## config.mk

```make
export PLATFORM = sky130hd
export DESIGN_NAME = ctr_trap_unit
export DESIGN_NICKNAME = d
export VERILOG_FILES = /design/src/rtl/ctrap_pkg.sv /design/src/rtl/ctrap_kern_dec.sv /design/src/rtl/ctrap_hyp_dec.sv /design/src/rtl/ctrap_nest_dec.sv /design/src/rtl/ctr_trap_unit.sv
export SDC_FILE = /design/constraint.sdc
export NUM_CORES = 1
export LEC_CHECK = 0
export BUFFER_PORTS_ARGS = -buffer_cell sky130_fd_sc_hd__buf_2
export CAP_MARGIN = 5
export CORE_AREA = 3 3 40 42
export DETAILED_ROUTE_END_ITERATION = 10
export DIE_AREA = 0 0 43 45
export GPL_TIMING_DRIVEN = 0
export PLACE_DENSITY = 0.64
export SYNTH_ARGS = -nofsm -noshare
export SYNTH_HDL_FRONTEND = slang
export SYNTH_SLANG_ARGS = --single-unit
```

## constraint.sdc

```tcl
create_clock -name vclk -period 1.6
set_clock_uncertainty 0.2 [all_clocks]
set_input_delay 0.24 -clock vclk [all_inputs]
set_output_delay 0.24 -clock vclk [all_outputs]
set_load 0.005 [all_outputs]
```

## src/rtl/ctrap_pkg.sv

```systemverilog
package ctrap_pkg;

  typedef enum logic [2:0] {
    RC_PCNT  = 3'd0,
    RC_VCNT  = 3'd1,
    RC_FREQ  = 3'd2,
    RC_PTMR  = 3'd3,
    RC_VTMR  = 3'd4,
    RC_NPTMR = 3'd5,
    RC_NVTMR = 3'd6,
    RC_RSVD  = 3'd7
  } reg_cls_e;

  typedef struct packed {
    logic host;
    logic route;
    logic nest;
    logic nest_lite;
    logic nest_defer;
  } hmode_t;

  // virtual trap bits are masked when host mode and routing are both set
  function automatic logic vbits_live(hmode_t m);
    return !(m.host && m.route);
  endfunction

  // only one combination of the nested bits arms the nested timer traps
  function automatic logic nest_armed(hmode_t m);
    return vbits_live(m) && m.nest && !m.nest_lite && m.nest_defer;
  endfunction

endpackage

```

## src/rtl/ctrap_kern_dec.sv

```systemverilog
module ctrap_kern_dec
  import ctrap_pkg::*;
(
  input  logic       priv_lvl,
  input  logic       route_eff,
  input  logic [2:0] cls,
  input  logic       k_pcnt_open,
  input  logic       k_vcnt_open,
  input  logic       k_ptmr_open,
  input  logic       k_vtmr_open,
  output logic       kern_hit
);

  logic active;
  assign active = !priv_lvl && !route_eff;

  always_comb begin
    kern_hit = 1'b0;
    if (active) begin
      case (reg_cls_e'(cls))
        RC_PCNT: kern_hit = !k_pcnt_open;
        RC_VCNT: kern_hit = !k_vcnt_open;
        RC_FREQ: kern_hit = !k_pcnt_open && !k_vcnt_open;
        RC_PTMR: kern_hit = !k_ptmr_open;
        RC_VTMR: kern_hit = !k_vtmr_open;
        default: kern_hit = 1'b0;
      endcase
    end
  end

endmodule

```

## src/rtl/ctrap_hyp_dec.sv

```systemverilog
module ctrap_hyp_dec
  import ctrap_pkg::*;
(
  input  logic       priv_lvl,
  input  logic [2:0] cls,
  input  hmode_t     mode,
  input  logic       g_pcnt_open,
  input  logic       g_ptmr_open,
  input  logic       g_vcnt_trap,
  input  logic       g_vtmr_trap,
  input  logic       u_pcnt_open,
  input  logic       u_vcnt_open,
  input  logic       u_ptmr_open,
  input  logic       u_vtmr_open,
  output logic       hyp_hit
);

  logic lvl0_routed;
  logic vlive;
  assign lvl0_routed = mode.route && !priv_lvl;
  assign vlive       = vbits_live(mode);

  always_comb begin
    case (reg_cls_e'(cls))
      RC_PCNT: hyp_hit = mode.route ? (lvl0_routed && !u_pcnt_open) : !g_pcnt_open;
      RC_PTMR: hyp_hit = mode.route ? (lvl0_routed && !u_ptmr_open) : !g_ptmr_open;
      RC_VCNT: hyp_hit = (vlive && g_vcnt_trap) || (lvl0_routed && !u_vcnt_open);
      RC_VTMR: hyp_hit = (vlive && g_vtmr_trap) || (lvl0_routed && !u_vtmr_open);
      RC_FREQ: hyp_hit = lvl0_routed && !u_pcnt_open && !u_vcnt_open;
      default: hyp_hit = 1'b0;
    endcase
  end

endmodule

```

## src/rtl/ctrap_nest_dec.sv

```systemverilog
module ctrap_nest_dec
  import ctrap_pkg::*;
#(
  parameter reg_cls_e NEST_CLS = RC_NPTMR
) (
  input  logic       priv_lvl,
  input  logic [2:0] cls,
  input  hmode_t     mode,
  input  logic       trap_bit,
  output logic       nest_hit
);

  assign nest_hit = priv_lvl && (reg_cls_e'(cls) == NEST_CLS) && trap_bit && nest_armed(mode);

endmodule

```

## src/rtl/ctr_trap_unit.sv

```systemverilog
module ctr_trap_unit
  import ctrap_pkg::*;
#(
  parameter int              EC_WIDTH  = 6,
  parameter logic [EC_WIDTH-1:0] EC_SYSREG = 6'h18
) (
  input  logic                priv_lvl,
  input  logic [2:0]          reg_cls,
  input  logic                hyp_on,
  input  logic                md_host,
  input  logic                md_route,
  input  logic                md_nest,
  input  logic                md_nest_lite,
  input  logic                md_nest_defer,
  input  logic                g_pcnt_open,
  input  logic                g_ptmr_open,
  input  logic                g_vcnt_trap,
  input  logic                g_vtmr_trap,
  input  logic                u_pcnt_open,
  input  logic                u_vcnt_open,
  input  logic                u_ptmr_open,
  input  logic                u_vtmr_open,
  input  logic                n_ptmr_trap,
  input  logic                n_vtmr_trap,
  input  logic                k_pcnt_open,
  input  logic                k_vcnt_open,
  input  logic                k_ptmr_open,
  input  logic                k_vtmr_open,
  output logic                trap_hyp,
  output logic                trap_kern,
  output logic [EC_WIDTH-1:0] exc_class
);

  localparam int NEST_CNT = 2;

  hmode_t mode_raw;
  hmode_t mode_eff;
  logic   kern_hit;
  logic   hyp_hit;
  logic [NEST_CNT-1:0] nest_hit;
  logic [NEST_CNT-1:0] nest_bits;

  assign mode_raw  = '{host: md_host, route: md_route, nest: md_nest,
                       nest_lite: md_nest_lite, nest_defer: md_nest_defer};
  // a disabled hypervisor level behaves as if all its mode bits were clear
  assign mode_eff  = hyp_on ? mode_raw : '0;
  assign nest_bits = {n_vtmr_trap, n_ptmr_trap};

  ctrap_kern_dec u_kern (
    .priv_lvl    (priv_lvl),
    .route_eff   (mode_eff.route),
    .cls         (reg_cls),
    .k_pcnt_open (k_pcnt_open),
    .k_vcnt_open (k_vcnt_open),
    .k_ptmr_open (k_ptmr_open),
    .k_vtmr_open (k_vtmr_open),
    .kern_hit    (kern_hit)
  );

  ctrap_hyp_dec u_hyp (
    .priv_lvl    (priv_lvl),
    .cls         (reg_cls),
    .mode        (mode_eff),
    .g_pcnt_open (g_pcnt_open),
    .g_ptmr_open (g_ptmr_open),
    .g_vcnt_trap (g_vcnt_trap),
    .g_vtmr_trap (g_vtmr_trap),
    .u_pcnt_open (u_pcnt_open),
    .u_vcnt_open (u_vcnt_open),
    .u_ptmr_open (u_ptmr_open),
    .u_vtmr_open (u_vtmr_open),
    .hyp_hit     (hyp_hit)
  );

  for (genvar gi = 0; gi < NEST_CNT; gi++) begin : g_nest
    localparam reg_cls_e CLS_I = (gi == 0) ? RC_NPTMR : RC_NVTMR;
    ctrap_nest_dec #(.NEST_CLS(CLS_I)) u_nest (
      .priv_lvl (priv_lvl),
      .cls      (reg_cls),
      .mode     (mode_eff),
      .trap_bit (nest_bits[gi]),
      .nest_hit (nest_hit[gi])
    );
  end

  // kernel-level trap wins; hypervisor trap needs the level enabled
  assign trap_kern = kern_hit;
  assign trap_hyp  = hyp_on && !kern_hit && (hyp_hit || (|nest_hit));
  assign exc_class = (trap_hyp || trap_kern) ? EC_SYSREG : '0;

endmodule

```

==> impl_metrics.tcl <==
set metrics [dict create \
    status "finished, violations left" \
    violations "setup timing" \
    drive_gt1_frac 0.595 \
    criticalPathCategory "in -> out" \
    min_path_cells 4 \
    holdWs_ps 718 \
    power_frac_seq 0 \
    gp_congestion 0.834 \
    crit_family "compound AO/OA/AOI/OAI gates" \
    yosysWarnings 0 \
    grt_usage 0.0904 \
    drt-pass1-iter-count 4 \
    syn_inst 42 \
    die_y_um 45 \
    final_antenna_net_count 0 \
    vias 420 \
    num_rows 13 \
    hold_viol 0 \
    n_clock_buffer 0 \
    crit_fanout 5 \
    start_kind "primary input" \
    wl_per_cell_um 10.2 \
    post-route-period-util 1.15 \
    required_ps 1160 \
    antenna_found_initial 0 \
    utilization 0.407 \
    crit_chain "buf_8, mux2_4, a2111oi_4, o21a_2, nand4b_1, buf_4, buf_6" \
    cpMaxStageDelayCell "mux2_4" \
    seq_cell_count 0 \
    via_per_inst 4.72 \
    critPathArrivalTime_ps 1400 \
    nets 100 \
    setup-violations-final 4 \
    grt_pass1_vias 385 \
    crit_buf_inv 3 \
    finalMaxSlewViolations 0 \
    p_leak_nw 0.268 \
    power_density_nw_per_um2 238 \
    core_area_um2 1280 \
    die-area_um2 1940 \
    power.share.clock 0 \
    min-delay-start "hyp_on" \
    hold_path_end "trap_hyp" \
    ys_types 27 \
    drcViolationCount 0 \
    fmaxAchievable_ghz 0.545 \
    p_sw_mw 0.0501 \
    start_util 0.237 \
    wirelength_um 908 \
    overflow 0 \
    seq_area_um2 0 \
    portBuffers 26 \
    totalPowerFinal_mw 0.125 \
    n_fill_cell 135 \
    intPower_mw 0.0745 \
    ys_seq_area_frac 0 \
    worst_setup_path_end_kind "output port" \
    die_x_um 43 \
    synth.cell_area_um2 304 \
    syn_area_per_cell_um2 7.24 \
    slowest_delay_ps 300 \
    io-pin-count 32 \
    period_needed_ps 1840 \
    holdCritPathClass "in -> out" \
    swShare 0.402 \
    antenna_cells 0 \
    grt_max_degree 10 \
    setup_slack_ps -236 \
    first_iter_violations 7 \
    peakVddDrop_v 0.0000913 \
    syn_to_final_growth_pct 72.0 \
    rsz0062_at_grt "yes" \
    p_comb_frac 1.000 \
    drv_cap 0 \
    grt_pass1_wl_mm 1.43 \
]
## power by group through the flow
stage	Sequential [mW]	Combinational (mW)	Clock, mW
2_1_floorplan	0	0.0627	0
3_5_place_dp	0	0.110	0
6_report	0	0.125	0
5_1_grt	0	0.139	0
4_1_cts	0	0.121	0
3_3_place_gp	0	0.108	0
## Yosys cell counts, drive strengths merged
cell type,count,area [um2]
nand2,1,3.75
nor4b,1,8.76
a21oi,3,15.0
nor3b,1,7.51
and3b,1,10.0
conb,1,3.75
a221o,1,10.0
o21a,1,8.76
mux2,1,15.0
o21ai,1,5.00
nand3b,2,15.0
a31oi,2,12.5
inv,1,3.75
a211o,2,17.5
buf,7,53.8
and2b,1,10.0
nand4,2,12.5
a2111oi,1,27.5
a221oi,1,8.76
nor4,1,6.26
and2,1,6.26
and3,1,6.26
nand4b,1,8.76
nor2,6,22.5
nand3,1,5.00
## worst max path at each step
stage	startpoint	to	slack, ps	cells after the start
2_1_floorplan	reg_cls[0]	exc_class[4]	-190	6
3_3_place_gp	reg_cls[0]	exc_class[4]	-270	7
3_5_place_dp	reg_cls[0]	exc_class[4]	-300	7
4_1_cts	reg_cls[0]	exc_class[4]	-270	7
5_1_grt	reg_cls[0]	exc_class[4]	-310	7
6_report	reg_cls[0]	exc_class[4]	-240	7
## cells in the final DEF, fill, tap and decap left out, types with 2 or more instances in the layout
cell type  instances
conb_1             4
nor2_1             6
buf_2             24
nand3b_1           2
buf_6              3
a211o_1            2
a21oi_1            3
nand4_1            2
buf_4              8
a31oi_1            2
## timing repair
action / CTS / global route
buffers inserted: 3 / 0
hold buffers: 0 / 0
resized for setup: 3 / 5
endpoints found under the setup margin: 4 / 4
pin swaps: 1 / 2
## layer usage
layer / wire length [um] / part of all wire / up-vias / GRT usage
met4: 0 / 0 / 0 / 0
met2: 446 / 0.49 / 22 / 0.189
met3: 100 / 0.11 / 0 / 0.00398
met1: 361 / 0.40 / 182 / 0.107
li1: - / - / 216 / -
met5: 0 / 0 / - / 0
## through the flow
stage / setup WS, ps / std cells / cell area, um2 / setup TNS, ps
2_1_floorplan: -190 / 45 / 322 / -254
3_3_place_gp: -274 / 86 / 470 / -693
3_5_place_dp: -296 / 86 / 470 / -760
4_1_cts: -267 / 89 / 505 / -819
5_1_grt: -306 / 89 / 523 / -968
6_report: -236 / 89 / 523 / -707
## cell type report
cell class                 count  area, um2  area share
multi-input combinational     37        272       0.519
timing repair buffer          29        165       0.316
buffer                         7       63.8       0.122
tap                           15       18.8      0.0359
inverter                       1       3.75     0.00718
## kinds of logic after synthesis
kind of cell / count (synthesis) / share of synthesized area
AOI/OAI and AO/OA: 12 / 0.346
muxes: 1 / 0.0494
other: 1 / 0.0123
and+or+nand+nor: 20 / 0.403
buffers and inverters: 8 / 0.189
No activity file was read; power rests on OpenSTA's default activity.
